[config.mk]
export PLATFORM = sky130hd
export DESIGN_NAME = mbist_mult_top
export DESIGN_NICKNAME = d
export VERILOG_FILES = /design/src/rtl/mbist_pkg.sv /design/src/rtl/mbist_patgen.sv /design/src/rtl/mbist_seq.sv /design/src/rtl/mbist_result.sv /design/src/rtl/mbist_mult_top.sv
export SDC_FILE = /design/constraint.sdc
export NUM_CORES = 1
export LEC_CHECK = 0
export BUFFER_PORTS_ARGS = -buffer_cell sky130_fd_sc_hd__buf_2
export CAP_MARGIN = 20
export CORE_MARGIN = 2
export CORE_UTILIZATION = 57
export CTS_BUF_LIST = sky130_fd_sc_hd__clkbuf_4 sky130_fd_sc_hd__clkbuf_8
export DETAILED_ROUTE_END_ITERATION = 6
export PLACE_DENSITY = 0.77
export SETUP_SLACK_MARGIN = 0.4
export SYNTH_ARGS = -nofsm -noshare
export SYNTH_HDL_FRONTEND = slang
export SYNTH_SLANG_ARGS = --single-unit
[constraint.sdc]
create_clock -name clk -period 5.45 [get_ports clk]
set_input_delay 1.3625 -clock clk [delete_from_list [all_inputs] [get_ports clk]]
set_output_delay 1.3625 -clock clk [all_outputs]
set_load 0.02 [all_outputs]
[src/rtl/mbist_pkg.sv]
package mbist_pkg;
  typedef enum logic [2:0] {
    ST_IDLE,
    ST_SEED,
    ST_RUN,
    ST_DRAIN,
    ST_DONE
  } seq_state_t;
endpackage

[src/rtl/mbist_patgen.sv]
module mbist_patgen #(
  parameter int          W    = 8,
  parameter logic [W-1:0] SEED = 8'hA5,
  parameter logic [W-1:0] TAPS = 8'hB8
) (
  input  logic         clk,
  input  logic         rst_n,
  input  logic         load,
  input  logic         step,
  input  logic         lp,
  output logic [W-1:0] pattern
);
  localparam int H = W / 2;

  logic [W-1:0] shreg, pat, nxt;
  logic [1:0]   phase;

  assign nxt     = {shreg[W-2:0], ^(shreg & TAPS)};
  assign pattern = pat;

  always_ff @(posedge clk or negedge rst_n) begin
    if (!rst_n) begin
      shreg <= SEED;
      pat   <= SEED;
      phase <= '0;
    end else if (load) begin
      shreg <= SEED;
      pat   <= SEED;
      phase <= '0;
    end else if (step) begin
      if (!lp) begin
        shreg <= nxt;
        pat   <= nxt;
      end else begin
        phase <= phase + 2'd1;
        unique case (phase)
          2'd0: begin
            shreg        <= nxt;
            pat[H-1:0]   <= pat[H-1:0] & nxt[H-1:0];
          end
          2'd1: pat[H-1:0] <= shreg[H-1:0];
          2'd2: pat[W-1:H] <= pat[W-1:H] & shreg[W-1:H];
          default: pat[W-1:H] <= shreg[W-1:H];
        endcase
      end
    end
  end

  // low-switching steps never move both halves at once
  a_r4_one_half: assert property (@(posedge clk) disable iff (!rst_n)
    (step && lp && !load) |=> ($stable(pat[H-1:0]) || $stable(pat[W-1:H])));
  // the shift state never falls into the all-zero lockup
  a_r3_live_state: assert property (@(posedge clk) disable iff (!rst_n)
    step |=> (shreg != '0));
endmodule

[src/rtl/mbist_seq.sv]
module mbist_seq
  import mbist_pkg::*;
#(
  parameter int CNT_W = 16
) (
  input  logic             clk,
  input  logic             rst_n,
  input  logic             start,
  input  logic [CNT_W-1:0] pat_count,
  input  logic [1:0]       lp_sel,
  output logic             clear,
  output logic             load,
  output logic             step,
  output logic [CNT_W-1:0] idx,
  output logic [1:0]       lp_q,
  output logic             done
);
  seq_state_t       state;
  logic [CNT_W-1:0] limit, cnt;

  assign clear = start && (state == ST_IDLE || state == ST_DONE);
  assign load  = (state == ST_SEED);
  assign step  = (state == ST_RUN);
  assign done  = (state == ST_DONE);
  assign idx   = cnt;

  always_ff @(posedge clk or negedge rst_n) begin
    if (!rst_n) begin
      state <= ST_IDLE;
      limit <= '0;
      cnt   <= '0;
      lp_q  <= '0;
    end else begin
      unique case (state)
        ST_IDLE, ST_DONE: if (clear) begin
          state <= ST_SEED;
          limit <= pat_count;
          lp_q  <= lp_sel;
        end
        ST_SEED: begin
          cnt   <= '0;
          state <= (limit == '0) ? ST_DONE : ST_RUN;
        end
        ST_RUN: begin
          cnt <= cnt + 1'b1;
          if (cnt == limit - 1'b1) state <= ST_DRAIN;
        end
        default: state <= ST_DONE;
      endcase
    end
  end

  // done holds until a new start
  a_r9_done_holds: assert property (@(posedge clk) disable iff (!rst_n)
    (done && !start) |=> done);
  // a start arriving mid-run is not taken
  a_r2_busy_ignores: assert property (@(posedge clk) disable iff (!rst_n)
    (step && start) |=> !load);
  // mode selection frozen while patterns run
  a_r10_mode_frozen: assert property (@(posedge clk) disable iff (!rst_n)
    step |=> $stable(lp_q));
endmodule

[src/rtl/mbist_result.sv]
module mbist_result #(
  parameter int OP_W   = 8,
  parameter int CNT_W  = 16,
  parameter int MISS_W = 16
) (
  input  logic              clk,
  input  logic              rst_n,
  input  logic              clear,
  input  logic              capture,
  input  logic [CNT_W-1:0]  idx,
  input  logic [OP_W-1:0]   op_a,
  input  logic [OP_W-1:0]   op_b,
  input  logic [2*OP_W-1:0] mut_product,
  output logic              fail,
  output logic [CNT_W-1:0]  first_idx,
  output logic [MISS_W-1:0] miss_cnt
);
  localparam int PW = 2 * OP_W;

  logic [PW-1:0]    mut_q, ref_q;
  logic [CNT_W-1:0] idx_q;
  logic             vld_q, mismatch;

  always_ff @(posedge clk or negedge rst_n) begin
    if (!rst_n) begin
      mut_q <= '0;
      ref_q <= '0;
      idx_q <= '0;
      vld_q <= 1'b0;
    end else begin
      vld_q <= capture;
      if (capture) begin
        mut_q <= mut_product;
        ref_q <= PW'(op_a) * PW'(op_b);
        idx_q <= idx;
      end
    end
  end

  assign mismatch = vld_q && (mut_q != ref_q);

  always_ff @(posedge clk or negedge rst_n) begin
    if (!rst_n) begin
      fail      <= 1'b0;
      first_idx <= '0;
      miss_cnt  <= '0;
    end else if (clear) begin
      fail      <= 1'b0;
      first_idx <= '0;
      miss_cnt  <= '0;
    end else if (mismatch) begin
      fail <= 1'b1;
      if (!fail) first_idx <= idx_q;
      if (miss_cnt != '1) miss_cnt <= miss_cnt + 1'b1;
    end
  end

  // fail is sticky
  a_r6_fail_sticky: assert property (@(posedge clk) disable iff (!rst_n)
    (fail && !clear) |=> fail);
  // first index frozen once a failure is recorded
  a_r7_first_frozen: assert property (@(posedge clk) disable iff (!rst_n)
    (fail && !clear) |=> $stable(first_idx));
  // counter holds at full scale
  a_r8_no_wrap: assert property (@(posedge clk) disable iff (!rst_n)
    (miss_cnt == '1 && !clear) |=> (miss_cnt == '1));
  // a nonzero count implies the fail flag
  a_r8_count_flags: assert property (@(posedge clk) disable iff (!rst_n)
    (miss_cnt != '0) |-> fail);
endmodule

[src/rtl/mbist_mult_top.sv]
module mbist_mult_top #(
  parameter int              OP_W   = 8,
  parameter int              CNT_W  = 16,
  parameter int              MISS_W = 16,
  parameter logic [OP_W-1:0] SEED_A = 8'hA5,
  parameter logic [OP_W-1:0] SEED_B = 8'h3C,
  parameter logic [OP_W-1:0] TAPS   = 8'hB8
) (
  input  logic              clk,
  input  logic              rst_n,
  input  logic              start,
  input  logic [CNT_W-1:0]  pat_count,
  input  logic [1:0]        lp_sel,
  output logic              op_valid,
  output logic [OP_W-1:0]   op_a,
  output logic [OP_W-1:0]   op_b,
  input  logic [2*OP_W-1:0] mut_product,
  output logic              done,
  output logic              fail,
  output logic [CNT_W-1:0]  first_fail_idx,
  output logic [MISS_W-1:0] mismatch_cnt
);
  localparam int NGEN = 2;
  localparam logic [NGEN*OP_W-1:0] SEEDS = {SEED_B, SEED_A};

  logic             clear, load, step;
  logic [CNT_W-1:0] idx;
  logic [1:0]       lp_q;
  logic [OP_W-1:0]  pats [NGEN];

  mbist_seq #(.CNT_W(CNT_W)) u_seq (
    .clk(clk), .rst_n(rst_n), .start(start), .pat_count(pat_count),
    .lp_sel(lp_sel), .clear(clear), .load(load), .step(step),
    .idx(idx), .lp_q(lp_q), .done(done)
  );

  for (genvar g = 0; g < NGEN; g++) begin : g_gen
    mbist_patgen #(
      .W(OP_W), .SEED(SEEDS[g*OP_W +: OP_W]), .TAPS(TAPS)
    ) u_gen (
      .clk(clk), .rst_n(rst_n), .load(load), .step(step),
      .lp(lp_q[g]), .pattern(pats[g])
    );
  end

  assign op_a     = pats[0];
  assign op_b     = pats[1];
  assign op_valid = step;

  mbist_result #(.OP_W(OP_W), .CNT_W(CNT_W), .MISS_W(MISS_W)) u_res (
    .clk(clk), .rst_n(rst_n), .clear(clear), .capture(step), .idx(idx),
    .op_a(op_a), .op_b(op_b), .mut_product(mut_product),
    .fail(fail), .first_idx(first_fail_idx), .miss_cnt(mismatch_cnt)
  );

  // live operands and a finished run never coincide
  a_r2_valid_not_done: assert property (@(posedge clk) disable iff (!rst_n)
    op_valid |-> !done);
endmodule

==> flow_metrics.tcl, run 1 <==
set metrics [dict create \
    status "finished, final reports clean" \
    critical_path_class "flop to flop" \
    clkPwrFrac 0.112 \
    regArea_sq_um 3900 \
    relSlewSlack 0.370 \
    yosys_warnings 0 \
    die_w_microns 134 \
    fin_crit_sh 0.829 \
    worst_slew_pin_slew_ps 945 \
    cap_violations 0 \
    numCtsBuffers 17 \
    seq_area_frac_synth 0.406 \
    nets 1262 \
    setup_tns_ps 0 \
    yosys-top-cells-area "dfrtp_1, nand2_1, fa_1" \
    holdPathEnd "u_seq.state[1]" \
    die_h_microns 134 \
    p_sw_mw 3.61 \
    drive_gt1_frac 0.138 \
    switching_share 0.484 \
    finalHoldViolCount 0 \
    grt_max_degree 79 \
    globalplace.congestion 0.908 \
    ys_seq_elements 155 \
    grt_pass1_vias 7282 \
    synth_flop_cell "dfrtp_1" \
    die_area_sq_um 17900 \
    hp-start "u_seq.state[2]" \
    cp_max_fo 10 \
    vias 7649 \
    synth_edf_count 0 \
    p_int_mw 3.86 \
    critPathLaunch "g_gen[0].u_gen.pattern[0]" \
    cp.arrival_ps 4820 \
    syn_avg_cell_area_sq_um 8.92 \
    p_comb_frac 0.617 \
    endpoint_kind "flop" \
    synth-async-reset-ratio 1.00 \
    p_per_area_nw_per_um2 705 \
    synth.top_cell.area_share 0.362 \
    cts.clk_slew.worst_paths_ps 80 \
    cts_resized 0 \
    multi_input_area_sq_um 5230 \
    r2r_start "g_gen[0].u_gen.pattern[0]" \
    skew_ps 11.7 \
    drt_wl_total_microns 20800 \
    ir_drop_mv 0.565 \
    pin_count 88 \
    slew_viol_final 0 \
    final_util 0.642 \
    overflow 0 \
    postCtsHoldBufs 0 \
    syn_area_sq_um 9600 \
    fillers 1415 \
    yosys.area.top_type "dfrtp_1" \
    insertion_delay_ps 450 \
    track_usage 0.249 \
    required_ps 5750 \
    insertedDiodeCount 0 \
    synthCells 1076 \
    p_leak_nw 5.15 \
    portBuffers 87 \
    r2r_slack_ps 930 \
    synth_nets 1194 \
    fin_crit_ps 4520 \
    antenna_found_initial 0 \
    drt-pass1-iter-count 5 \
    coreArea_sq_um 16500 \
    cts.sinks 155 \
    cts_buffer_depth 2 \
    htreeDepth 4 \
    hold_depth 1 \
    num_rows 47 \
    clock.fmax_mhz 221 \
    r2r_end "u_res.ref_q[13]" \
    grt_pass1_wl_microns 35800 \
    synth_common_cells "nand2_1, dfrtp_1, inv_1, o21ai_0, nor2_1" \
    drt-vias-per-instance 5.56 \
    cts_tree "built" \
    grt_setup_unrepaired "false" \
    worstRegToRegCells 14 \
    start_util 0.581 \
    postRouteAntennaNets 0 \
    setup_viol_count_final 0 \
    synthToLayoutAreaGrowth_pct 10.5 \
    drc 0 \
    wire_per_inst_microns 15.2 \
    yosysMostFrequentCell "nand2_1" \
    min_path_type "flop to flop" \
    post_synth_num_cell_types 63 \
    post_cts_buffers 0 \
    pwr-share-seq 0.270 \
    dp_hpwl_microns 15100 \
    first_iter_violations 572 \
    critPathLaunchType "flop" \
    cts_root_buf "clkbuf_8" \
]
-- power by group through the flow --
stage,registers [mW],logic (mW),clock network [mW]
after global routing,2.08,5.33,0.909
after CTS,2.01,4.64,0.852
after floorplan,1.93,3.59,0
final,2.02,4.61,0.838
after detailed placement,2.03,4.58,0
after global placement,2.01,4.49,0
-- metal layers --
layer	vias up	share of wire	wire, microns	track usage
li1	3734	-	-	-
met1	3671	0.47	9850	0.354
met2	213	0.46	9530	0.389
met3	31	0.051	1060	0.0476
met4	0	0.019	406	0.0780
met5	-	0	0	0
-- area by class of cell --
cell class	count	share of cell area
Multi-Input combinational cell	795	0.493
Sequential cell	155	0.368
Clock inverter	9	0.00838
Clock buffer	22	0.0280
Timing Repair Buffer	97	0.0491
Inverter	78	0.0276
Tap cell	220	0.0260
-- per-stage QoR --
| step | setup slack, ps | area [sq um] | cells | hold slack [ps] | power, mW |
|---|---|---|---|---|---|
| 3_3_place_gp | 990 | 10200 | 1344 | 431 | 6.50 |
| 4_1_cts | 929 | 10600 | 1375 | 448 | 7.50 |
| 5_1_grt | 667 | 10600 | 1376 | 496 | 8.32 |
| 2_1_floorplan | 1000 | 9600 | 1076 | 422 | 5.51 |
| 6_report | 932 | 10600 | 1376 | 450 | 7.47 |
| 3_5_place_dp | 932 | 10200 | 1344 | 438 | 6.61 |
-- worst max-delay path, stage by stage, from the launching register on --
cell and delay [ps]:
dfstp_2 610, nand2_1 100, fa_1 520, fa_1 540, inv_1 50, fa_1 530
inv_1 50, fa_1 520, inv_1 40, ha_1 220, or3_1 400, o211a_1 270
o211ai_1 200, mux2i_1 200, o311ai_0 130
-- worst max-delay path by stage --
stage	endpoint	slack (ps)	cells past startpoint
4_1_cts	u_res.ref_q[13]	930	14
3_3_place_gp	u_res.ref_q[13]	990	14
6_report	u_res.ref_q[13]	930	14
3_5_place_dp	u_res.ref_q[13]	930	14
2_1_floorplan	u_res.ref_q[13]	1000	15
5_1_grt	u_res.ref_q[13]	670	14
-- registers in the layout (all words and copies together), names as in the netlist, 4 cells and up --
register             count
u_res.first_idx         16
g_gen.u_gen.pattern     16
u_seq.idx               16
u_res.miss_cnt          16
u_res.mut_q             16
u_res.idx_q             16
u_seq.limit             16
g_gen.u_gen.phase        4
g_gen.u_gen.shreg       16
u_res.ref_q             16
-- cells by family (layout without fill, tap and decap cells) --
group / after synthesis / after routing / synth area share
AND/OR/NAND/NOR: 455 / 455 / 0.219
AO/OA/AOI/OAI: 185 / 185 / 0.122
flip-flops: 155 / 155 / 0.406
buffers and inverters: 126 / 206 / 0.0506
adder cells (fa/ha/maj): 81 / 81 / 0.134
XOR/XNOR: 65 / 65 / 0.0593
multiplexers: 9 / 9 / 0.00952
-- cell usage in the layout (no fill, tap or decap), types with 13 or more instances in the layout --
cell type and n:
nand2_1 239, dfrtp_1 139, buf_2 86, inv_1 75, o21ai_0 74, nor2_1 58
and2_1 54, xnor2_1 50, ha_1 45, fa_1 36, a21oi_1 34, nand3_1 27
clkbuf_8 21, a22o_1 19, dfstp_2 16, nor3_1 15, xor2_1 15, nand4_1 13
No activity file was read; power rests on OpenSTA's default activity.
==> run 2, diff against run 1 <==
--- a/config.mk
+++ b/config.mk
@@ -5,13 +5,14 @@
 export SDC_FILE = /design/constraint.sdc
 export NUM_CORES = 1
 export LEC_CHECK = 0
+export ABC_AREA = 1
 export BUFFER_PORTS_ARGS = -buffer_cell sky130_fd_sc_hd__buf_2
 export CAP_MARGIN = 20
 export CORE_MARGIN = 2
 export CORE_UTILIZATION = 57
 export CTS_BUF_LIST = sky130_fd_sc_hd__clkbuf_4 sky130_fd_sc_hd__clkbuf_8
 export DETAILED_ROUTE_END_ITERATION = 6
-export PLACE_DENSITY = 0.77
+export PLACE_DENSITY = 0.8
 export SETUP_SLACK_MARGIN = 0.4
 export SYNTH_ARGS = -nofsm -noshare
 export SYNTH_HDL_FRONTEND = slang
==> constraint.sdc (replaced) <==
create_clock -name clk -period 3.82 [get_ports clk]
set_input_delay 0.955 -clock clk [delete_from_list [all_inputs] [get_ports clk]]
set_output_delay 0.955 -clock clk [all_outputs]
set_load 0.02 [all_outputs]
==> run 2 against run 1 <==
Compared with the run above: the run now ends with negative setup slack left; register-to-register slack got worse by 1000 ps; clock skew is 4.7 ps higher; sequential share of layout area is 3.9 points lower; first-iteration DRC count is 1.6% lower; hold slack gained 22 ps; routed wire length increased by 15%; die area grew 5.6%; setup slack worse by 1000 ps; largest cell class unchanged; highest routed layer unchanged.
==> flow_metrics.tcl, run 2 <==
set metrics [dict create \
    slew_viol_final 0 \
    final_cell_mix "nand2_1, inv_1, dfrtp_1" \
    postRouteAntennaNets 0 \
    postCtsHoldBufs 0 \
    finalHoldViolCount 0 \
    skew_ps 16.4 \
    cts_tree "built" \
    post_synth_num_cell_types 50 \
    cp_max_fo 7 \
    die_w_microns 137 \
    grt_setup_unrepaired "true" \
    synth_nets 1431 \
    synth_flop_cell "dfrtp_1" \
    antenna_found_initial 0 \
    yosys.area.top_type "dfrtp_1" \
    cts.clk_slew.worst_paths_ps 100 \
    required_ps 4140 \
    endpoint_kind "flop" \
    synthToLayoutAreaGrowth_pct 17.1 \
    synthCells 1313 \
    num_rows 48 \
    synth-async-reset-ratio 1.00 \
    cts_root_buf "clkbuf_8" \
    htreeDepth 4 \
    syn_avg_cell_area_sq_um 7.73 \
    critical_path_class "flop to flop" \
    drt-vias-per-instance 5.28 \
    yosys-top-cells-area "dfrtp_1, nand2_1, fa_1" \
    place_area_sq_um 11100 \
    relSlewSlack 0.483 \
    final_util 0.685 \
    portBuffers 87 \
    fin_crit_sh 1.02 \
    violations "negative setup slack" \
    design_area_sq_um 11900 \
    die_area_sq_um 18900 \
    cts_buffer_depth 2 \
    cap_violations 0 \
    cts.sinks 155 \
    synth_common_cells "nand2_1, inv_1, dfrtp_1, nor2_1, o21ai_0" \
    drc 0 \
    pin_count 88 \
    drt-pass1-iter-count 5 \
    numCtsBuffers 17 \
    track_usage 0.268 \
    nets 1545 \
    synth.top_cell.area_share 0.342 \
    fin_crit_ps 3890 \
    insertion_delay_ps 460 \
    overflow 0 \
    cp.arrival_ps 4210 \
    layout_commonest_cell "nand2_1" \
    drt_wl_total_microns 23900 \
    coreArea_sq_um 17400 \
    ys_seq_elements 155 \
    wire_per_inst_microns 14.4 \
    syn_area_sq_um 10200 \
    critPathLaunchType "flop" \
    grt_pass1_wl_microns 40100 \
    grt_max_degree 86 \
    start_util 0.585 \
    min_path_type "flop to flop" \
    first_iter_violations 563 \
    status "finished, violations left" \
    yosys_warnings 0 \
    seq_area_frac_synth 0.384 \
    die_h_microns 137 \
    grt_pass1_vias 8334 \
    drive_gt1_frac 0.208 \
    setup_ws_ps -67.3 \
    insertedDiodeCount 0 \
    dp_hpwl_microns 17400 \
    clock.fmax_mhz 257 \
    vias 8799 \
    globalplace.congestion 0.869 \
    yosysMostFrequentCell "nand2_1" \
    setup_viol_count_final 6 \
    worst_slew_pin_slew_ps 775 \
    synth_edf_count 0 \
]
==> run 2: critical path: stages, from the launching register on <==
cell and delay [ps]:
dfstp_2 620, nand2_4 60, fa_1 480, fa_1 520, inv_1 50, fa_1 490, inv_2 40, fa_1 480
inv_2 50, ha_4 270, a21oi_4 150, o21ai_2 90, a21oi_2 160, o21ai_1 90, xnor2_1 140, o21ai_1 70
==> run 2: logic make-up (layout without fill, tap and decap cells) <==
group	Yosys count	in the layout	share of synthesized area
AND/OR/NAND/NOR	604	604	0.248
buffers and inverters	253	380	0.100
AO/OA/AOI/OAI	169	169	0.0979
flip-flops	155	155	0.384
adder cells (fa/ha/maj)	81	81	0.126
XOR/XNOR	50	50	0.0431
multiplexers	1	1	0.000986
==> run 2: layer usage <==
layer	part of all wire	vias to the layer above	track usage
li1	-	4358	-
met1	0.46	4176	0.374
met2	0.47	230	0.430
met3	0.054	35	0.0430
met4	0.018	0	0.0853
met5	0	-	0
==> run 2: final cells by class <==
class	instances	area [sq um]
tap	225	282
fill	1391	5460
inverter	205	769
sequential	155	3910
timing repair buffer	143	888
clock inverter	13	159
clock buffer	19	249
multi-input combinational	905	5640
==> run 2: per-stage QoR <==
stage / instances / TNS, ps / hold WS (ps) / worst slack, ps
after floorplan: 1313 / -186 / 443 / -70.2
after global placement: 1618 / -79.8 / 449 / -40.1
after global routing: 1665 / -1360 / 486 / -226
after CTS: 1662 / -154 / 476 / -54.9
final: 1665 / -223 / 472 / -67.3
after detailed placement: 1618 / -292 / 454 / -83.6
==> run 2: path summary, 6_finish.rpt <==
kind / end / start / slack, ps / cells after the start
max in group asynchronous: g_gen[0].u_gen.shreg[0] / rst_n / 2390 / 2
max reg2reg: u_res.ref_q[10] / g_gen[1].u_gen.pattern[5] / -70 / 15
min in group asynchronous: u_res.miss_cnt[4] / rst_n / 510 / 1
max: u_res.ref_q[10] / g_gen[1].u_gen.pattern[5] / -70 / 15
min: u_res.first_idx[2] / u_res.first_idx[2] / 470 / 2
min reg2reg: u_res.first_idx[2] / u_res.first_idx[2] / 470 / 2
==> run 2: what timing repair did <==
action,in CTS,in global routing
resized for setup,37,26
buffers inserted,12,3
endpoints found under the setup margin,10,11
pin swaps,21,17
Power of run 2 is left out: the tool's default activity adds up to more than one toggle a clock period on the data nets, which glitch-free logic cannot reach.
